File: config.mk
export PLATFORM = sky130hd
export DESIGN_NAME = pwm_en_ctrl
export DESIGN_NICKNAME = d
export VERILOG_FILES = /design/src/rtl/pwm_en_pkg.sv /design/src/rtl/pwm_en_reg.sv /design/src/rtl/pwm_clk_gate.sv /design/src/rtl/pwm_pin_mux.sv /design/src/rtl/pwm_en_ctrl.sv
export SDC_FILE = /design/constraint.sdc
export NUM_CORES = 1
export LEC_CHECK = 0
export ABC_AREA = 1
export BUFFER_PORTS_ARGS = -buffer_cell sky130_fd_sc_hd__buf_4
export CAP_MARGIN = 20
export CORE_MARGIN = 5
export CORE_UTILIZATION = 36
export DETAILED_ROUTE_END_ITERATION = 6
export GPL_TIMING_DRIVEN = 0
export PLACE_DENSITY = 0.82
export SLEW_MARGIN = 20
export SYNTH_ARGS = -nofsm -noshare
export SYNTH_HDL_FRONTEND = slang
export SYNTH_SLANG_ARGS = --single-unit
File: constraint.sdc
create_clock -name clk_i -period 1.9 [get_ports clk_i]
set_input_delay 0.095 -clock clk_i [delete_from_list [all_inputs] [get_ports clk_i]]
set_output_delay 0.095 -clock clk_i [all_outputs]
set_load 0.1 [all_outputs]
File: src/rtl/pwm_en_pkg.sv
package pwm_en_pkg;
  localparam int unsigned NUM_CH = 4;
  localparam int unsigned REG_W  = 8;
endpackage

File: src/rtl/pwm_en_reg.sv
module pwm_en_reg #(
  parameter int unsigned NUM_CH = 4,
  parameter int unsigned REG_W  = 8
) (
  input  logic              clk_i,
  input  logic              rst_ni,
  input  logic              we_i,
  input  logic [REG_W-1:0]  wdata_i,
  output logic [NUM_CH-1:0] en_o,
  output logic [REG_W-1:0]  rdata_o
);
  localparam int unsigned PAD_W = REG_W - NUM_CH;

  logic [NUM_CH-1:0] en_q;

  always_ff @(posedge clk_i or negedge rst_ni) begin
    if (!rst_ni)   en_q <= '0;
    else if (we_i) en_q <= wdata_i[NUM_CH-1:0];
  end

  assign en_o    = en_q;
  assign rdata_o = {{PAD_W{1'b0}}, en_q};
endmodule

File: src/rtl/pwm_clk_gate.sv
module pwm_clk_gate #(
  parameter int unsigned NUM_CH = 4
) (
  input  logic              clk_i,
  input  logic              rst_ni,
  input  logic [NUM_CH-1:0] en_i,
  input  logic [NUM_CH-1:0] stb_i,
  output logic [NUM_CH-1:0] open_o,
  output logic [NUM_CH-1:0] clk_en_o
);
  for (genvar c = 0; c < NUM_CH; c++) begin : g_ch
    logic gate_q;

    // opens only on a strobe boundary, closes as soon as enable drops
    always_ff @(posedge clk_i or negedge rst_ni) begin
      if (!rst_ni)        gate_q <= 1'b0;
      else if (!en_i[c])  gate_q <= 1'b0;
      else if (stb_i[c])  gate_q <= 1'b1;
    end

    assign open_o[c]   = gate_q & en_i[c];
    assign clk_en_o[c] = open_o[c] & stb_i[c];
  end
endmodule

File: src/rtl/pwm_pin_mux.sv
module pwm_pin_mux #(
  parameter int unsigned NUM_CH = 4
) (
  input  logic [NUM_CH-1:0] en_i,
  input  logic [NUM_CH-1:0] open_i,
  input  logic [NUM_CH-1:0] dir_i,
  input  logic [NUM_CH-1:0] data_i,
  input  logic [NUM_CH-1:0] wave_i,
  output logic [NUM_CH-1:0] oe_o,
  output logic [NUM_CH-1:0] out_o
);
  for (genvar c = 0; c < NUM_CH; c++) begin : g_pin
    assign oe_o[c]  = en_i[c] | dir_i[c];
    assign out_o[c] = open_i[c] ? wave_i[c] : data_i[c];
  end
endmodule

File: src/rtl/pwm_en_ctrl.sv
module pwm_en_ctrl
  import pwm_en_pkg::*;
#(
  parameter int unsigned NUM_CH = pwm_en_pkg::NUM_CH,
  parameter int unsigned REG_W  = pwm_en_pkg::REG_W
) (
  input  logic              clk_i,
  input  logic              rst_ni,
  input  logic              reg_we_i,
  input  logic [REG_W-1:0]  reg_wdata_i,
  output logic [REG_W-1:0]  reg_rdata_o,
  input  logic [NUM_CH-1:0] scale_stb_i,
  input  logic [NUM_CH-1:0] pwm_wave_i,
  input  logic [NUM_CH-1:0] port_dir_i,
  input  logic [NUM_CH-1:0] port_data_i,
  output logic [NUM_CH-1:0] pin_oe_o,
  output logic [NUM_CH-1:0] pin_out_o,
  output logic [NUM_CH-1:0] chan_clk_en_o,
  output logic              presc_run_o
);
  logic [NUM_CH-1:0] en;
  logic [NUM_CH-1:0] gate_open;
  logic              run_q;

  pwm_en_reg #(.NUM_CH(NUM_CH), .REG_W(REG_W)) u_reg (
    .clk_i   (clk_i),
    .rst_ni  (rst_ni),
    .we_i    (reg_we_i),
    .wdata_i (reg_wdata_i),
    .en_o    (en),
    .rdata_o (reg_rdata_o)
  );

  pwm_clk_gate #(.NUM_CH(NUM_CH)) u_gate (
    .clk_i    (clk_i),
    .rst_ni   (rst_ni),
    .en_i     (en),
    .stb_i    (scale_stb_i),
    .open_o   (gate_open),
    .clk_en_o (chan_clk_en_o)
  );

  pwm_pin_mux #(.NUM_CH(NUM_CH)) u_pin (
    .en_i   (en),
    .open_i (gate_open),
    .dir_i  (port_dir_i),
    .data_i (port_data_i),
    .wave_i (pwm_wave_i),
    .oe_o   (pin_oe_o),
    .out_o  (pin_out_o)
  );

  // prescaler stops once no channel is enabled
  always_ff @(posedge clk_i or negedge rst_ni) begin
    if (!rst_ni) run_q <= 1'b0;
    else         run_q <= |en;
  end

  assign presc_run_o = run_q;
endmodule

======== Word-level counts from Yosys, hierarchy flattened ========
Cells that the tools add are included.
cells by class
  equal/unequal tests ..................... 4
  multiplexer cells ....................... 12
  bitwise logic cells ..................... 12
  reductions and logical operators ........ 1
operator list
  cell                                           number
  two-way mux 1 bit                              12
  bitwise AND 1 bit                              8
  inequality test 2 bit (second input constant)  4
  OR 1 bit                                       4
  OR reduction 4 bit                             1
word-level totals
  register bits ........................... 9
  input port bits ......................... 27
  output and inout port bits .............. 21
  word-level logic and storage cells ...... 35

======== Longest topological paths before layout ========
  depth after elaboration ................. 2
  mapped depth ............................ 3
  gate-level depth less buffers ........... 3

======== Cells and area by module ========
A second synthesis with hierarchy kept.
unflattened totals
  cell total of the unflattened synthesis .. 78
  area, all modules ....................... 544.3 um2
by module, submodules not included
  module        times used  cells an instance  area an instance (um2)  sequential area each (um2)
  pwm_en_reg    1           26                 212.7                   100.1
  pwm_clk_gate  1           28                 210.2                   100.1
  pwm_pin_mux   1           20                 85.1                    0.0
  pwm_en_ctrl   1           4                  36.3                    25.0

======== Least setup slack after synthesis ========
OpenSTA, ideal clock, no wires.
  path kind ............................... reg-to-output
  from .................................... register u_reg.en_q[3], in the netlist u_reg.en_o[3]
  to ...................................... output chan_clk_en_o[3]
  arrival ................................. 2397 ps
  data required time ...................... 1805 ps
  setup slack ............................. -592 ps
  stages on the path, launching flop included .. 3
  path buffers ............................ 0
  path through ............................ dfrtp_1 nand2_2 nor2_1
between the ends
  word-level cells in the longest chain between the ends .. 2
RTL lines
  item                    RTL line            source
  start, declared         pwm_en_reg.sv:14    logic [NUM_CH-1:0] en_q;
  start signal, assigned  pwm_en_reg.sv:18    else if (we_i) en_q <= wdata_i[NUM_CH-1:0];
  bitwise AND 1 bit       pwm_clk_gate.sv:21  assign open_o[c] = gate_q & en_i[c];
  bitwise AND 1 bit       pwm_clk_gate.sv:22  assign clk_en_o[c] = open_o[c] & stb_i[c];
  end, declared           pwm_en_ctrl.sv:18   output logic [NUM_CH-1:0] chan_clk_en_o,
Every way passes these cells.

======== Worst setup path after layout ========
  from .................................... register u_reg.en_q[3], in the netlist u_reg.en_o[3]
  to ...................................... output pin_out_o[3]
between the ends
  word-level cells in the longest chain between the ends .. 2
RTL lines
  item               RTL line            source
  bitwise AND 1 bit  pwm_clk_gate.sv:21
  two-way mux 1 bit  pwm_pin_mux.sv:14   assign out_o[c] = open_i[c] ? wave_i[c] : data_i[c];
  end, declared      pwm_en_ctrl.sv:17   output logic [NUM_CH-1:0] pin_out_o,
Every way passes these cells.

==> flow_metrics.py <==
metrics = {
    "sta": {
        "setup-tns-final_ns": 0,
        "rsz0062_at_grt": "false",
        "hold_slack_ns": 0.0423,
        "fmax_mhz": 761,
        "drv_slew": 0,
        "fin_ws_ns": 0.587,
        "setup_violations": 0,
        "skew_ns": 0.00665,
        "fin_crit_sh_pct": 69.1,
        "period_minus_slack_ns": 1.31,
        "hold_violations": 0,
    },
    "synth": {
        "synthMuxAreaShare_pct": 0,
        "synth_compound_area_share_pct": 4.17,
        "synth_top_family_by_area": "simple AND/OR/NAND/NOR gates",
        "yosys_warnings": 0,
        "synthXorXnorAreaFrac_pct": 0,
        "yosysSeqAreaShare_pct": 46.9,
        "synth_cells": 65,
        "synth_simple_gate_area_share_pct": 35.7,
        "yosysUniqueCellTypes": 10,
        "syn_avg_cell_area_um2": 7.39,
        "syn_area_um2": 480,
        "ys_seq_elements": 9,
        "synthAdderAreaFrac_pct": 0,
    },
    "clock_network": {
        "clock-root-buffer": "clkbuf_4",
        "clk_pin_slew_ns": 0.06,
        "cts_hold_buf": 1,
        "postCtsSetupRepairBufs": 0,
        "cts_buffer_depth": 2,
        "cts_sinks": 9,
        "htreeDepth": 1,
        "numCtsBuffers": 3,
        "cts_resized": 0,
        "cts_tree": "built",
        "insertion_delay_ns": 0.26,
    },
    "status": {
        "status": "finished clean",
    },
    "global_route": {
        "grt_usage_pct": 12.3,
        "grt_max_degree": 10,
        "grt_overflow": 0,
        "grt_pass1_wl_um": 1860,
        "antenna_found_initial": 0,
        "grt_pass1_vias": 486,
    },
    "worst_setup_path": {
        "critPathKind": "reg -> out",
        "r2r_slack_ns": 1.15,
        "crit_start": "u_reg.en_o[3]",
        "worstPathMaxFanout": 7,
        "cp-end-kind": "output port",
        "cp-start-kind": "register",
        "r2r-start": "u_reg.en_o[0]",
        "cp.required_ns": 1.80,
        "cp.arrival_ns": 1.22,
    },
    "drt": {
        "num_vias": 549,
        "wl_um": 1280,
        "wl_per_cell_um": 10.0,
        "ant_nets": 0,
        "via_per_inst": 4.32,
        "drt-pass1-iter-count": 3,
        "drc": 0,
        "drt_iter0_drc": 3,
    },
    "cells_and_area": {
        "areaGrowthSynthToFinish_pct": 82.0,
        "final_core_util_pct": 68.1,
        "ff_latch_area_um2": 230,
        "finalNonFillerCells": 127,
        "postLayoutCellArea_um2": 875,
        "n_antenna_cell": 0,
        "nets": 140,
        "drive_gt1_share_pct": 51.8,
        "multi_input_area_um2": 236,
        "fillers": 100,
    },
    "floorplanning": {
        "die_h_um": 46.5,
        "rows": 13,
        "fp.dieArea_mm2": 0.00217,
        "die_w_um": 46.5,
        "core_area_mm2": 0.00128,
        "start_util_pct": 37.4,
        "io_pins": 48,
    },
    "placed_design": {
        "gp_congestion": 0.629,
        "dp_hpwl_um": 1080,
        "io_buffers": 39,
        "pre_cts_ws_ns": 0.856,
        "dpl.cell_count": 122,
        "place_area_um2": 838,
    },
    "worst_hold_path": {
        "hp-class": "in -> reg",
        "hp-start": "reg_wdata_i[2]",
    },
    "run": {
        "drv_cap": 0,
    },
    "power": {
        "ir_drop_v": 0.000462,
        "power_density_mw_per_mm2": 880,
        "power_uw": 770,
        "leakagePower_nw": 0.493,
    },
}
layer usage:
layer	track usage, %	routed length [µm]
met1	12.7	422
met2	22.5	664
met3	2.73	190
met4	6.82	0
met5	0	0
final cells by class:
class / instances / share of cell area, %
Sequential cell: 9 / 26.3
Inverter: 8 / 3.43
Timing Repair Buffer: 40 / 34.6
Clock buffer: 4 / 3.00
Buffer: 4 / 3.43
Multi-Input combinational cell: 47 / 27.0
Tap cell: 15 / 2.15
report_power, final:
group / internal [mW] / switching (mW) / total, mW
Sequential: 0.213 / 0.0218 / 0.234
Clock: 0.0807 / 0.0636 / 0.144
Combinational: 0.0919 / 0.299 / 0.391
state kept, by name, summed over array words and instances (netlist names):
register and count:
u_gate.g_ch.gate_q 4, u_reg.en_o 4, presc_run_o 1
critical path, cell delays in order (launching register included):
cell and delay, ns:
dfrtp_2 0.45, nand2_2 0.12, nand2_1 0.06, nand2_1 0.05, buf_4 0.28
path summary, 6_finish.rpt:
check | end | cells after the start
max in group asynchronous | u_reg.en_o[3] | 2
hold / removal | u_reg.en_o[2] | 3
setup reg to reg | u_gate.g_ch[0].gate_q | 2
setup / recovery | pin_out_o[3] | 4
hold reg to reg | u_gate.g_ch[3].gate_q | 2
min in group asynchronous | u_gate.g_ch[2].gate_q | 2
cell usage after synthesis (all sizes together):
cell   count  area, µm²
inv        8       30.0
o21ai      4       20.0
nor2       6       22.5
dfrtp      9        225
conb       1       3.75
or2        4       25.0
nand2     25        104
buf        4       30.0
nand3      4       20.0
kinds of logic (layout without fill, tap and decap cells):
family,Yosys count,in the layout
compound gates,4,4
flops,9,9
simple gates,39,39
buf+inv,12,56
other cells,1,4
cells in the final DEF, fill, tap and decap left out:
cell type / n
inv_1: 8
or2_1: 4
conb_1: 4
nor2_4: 4
clkbuf_1: 1
nand2_2: 4
buf_4: 43
nand3_1: 4
dlygate4sd3_1: 1
nor2_1: 2
dfrtp_2: 4
o21ai_1: 4
nand2_1: 21
dfrtp_1: 5
clkbuf_4: 3
Power figures use the tool's default switching activity.
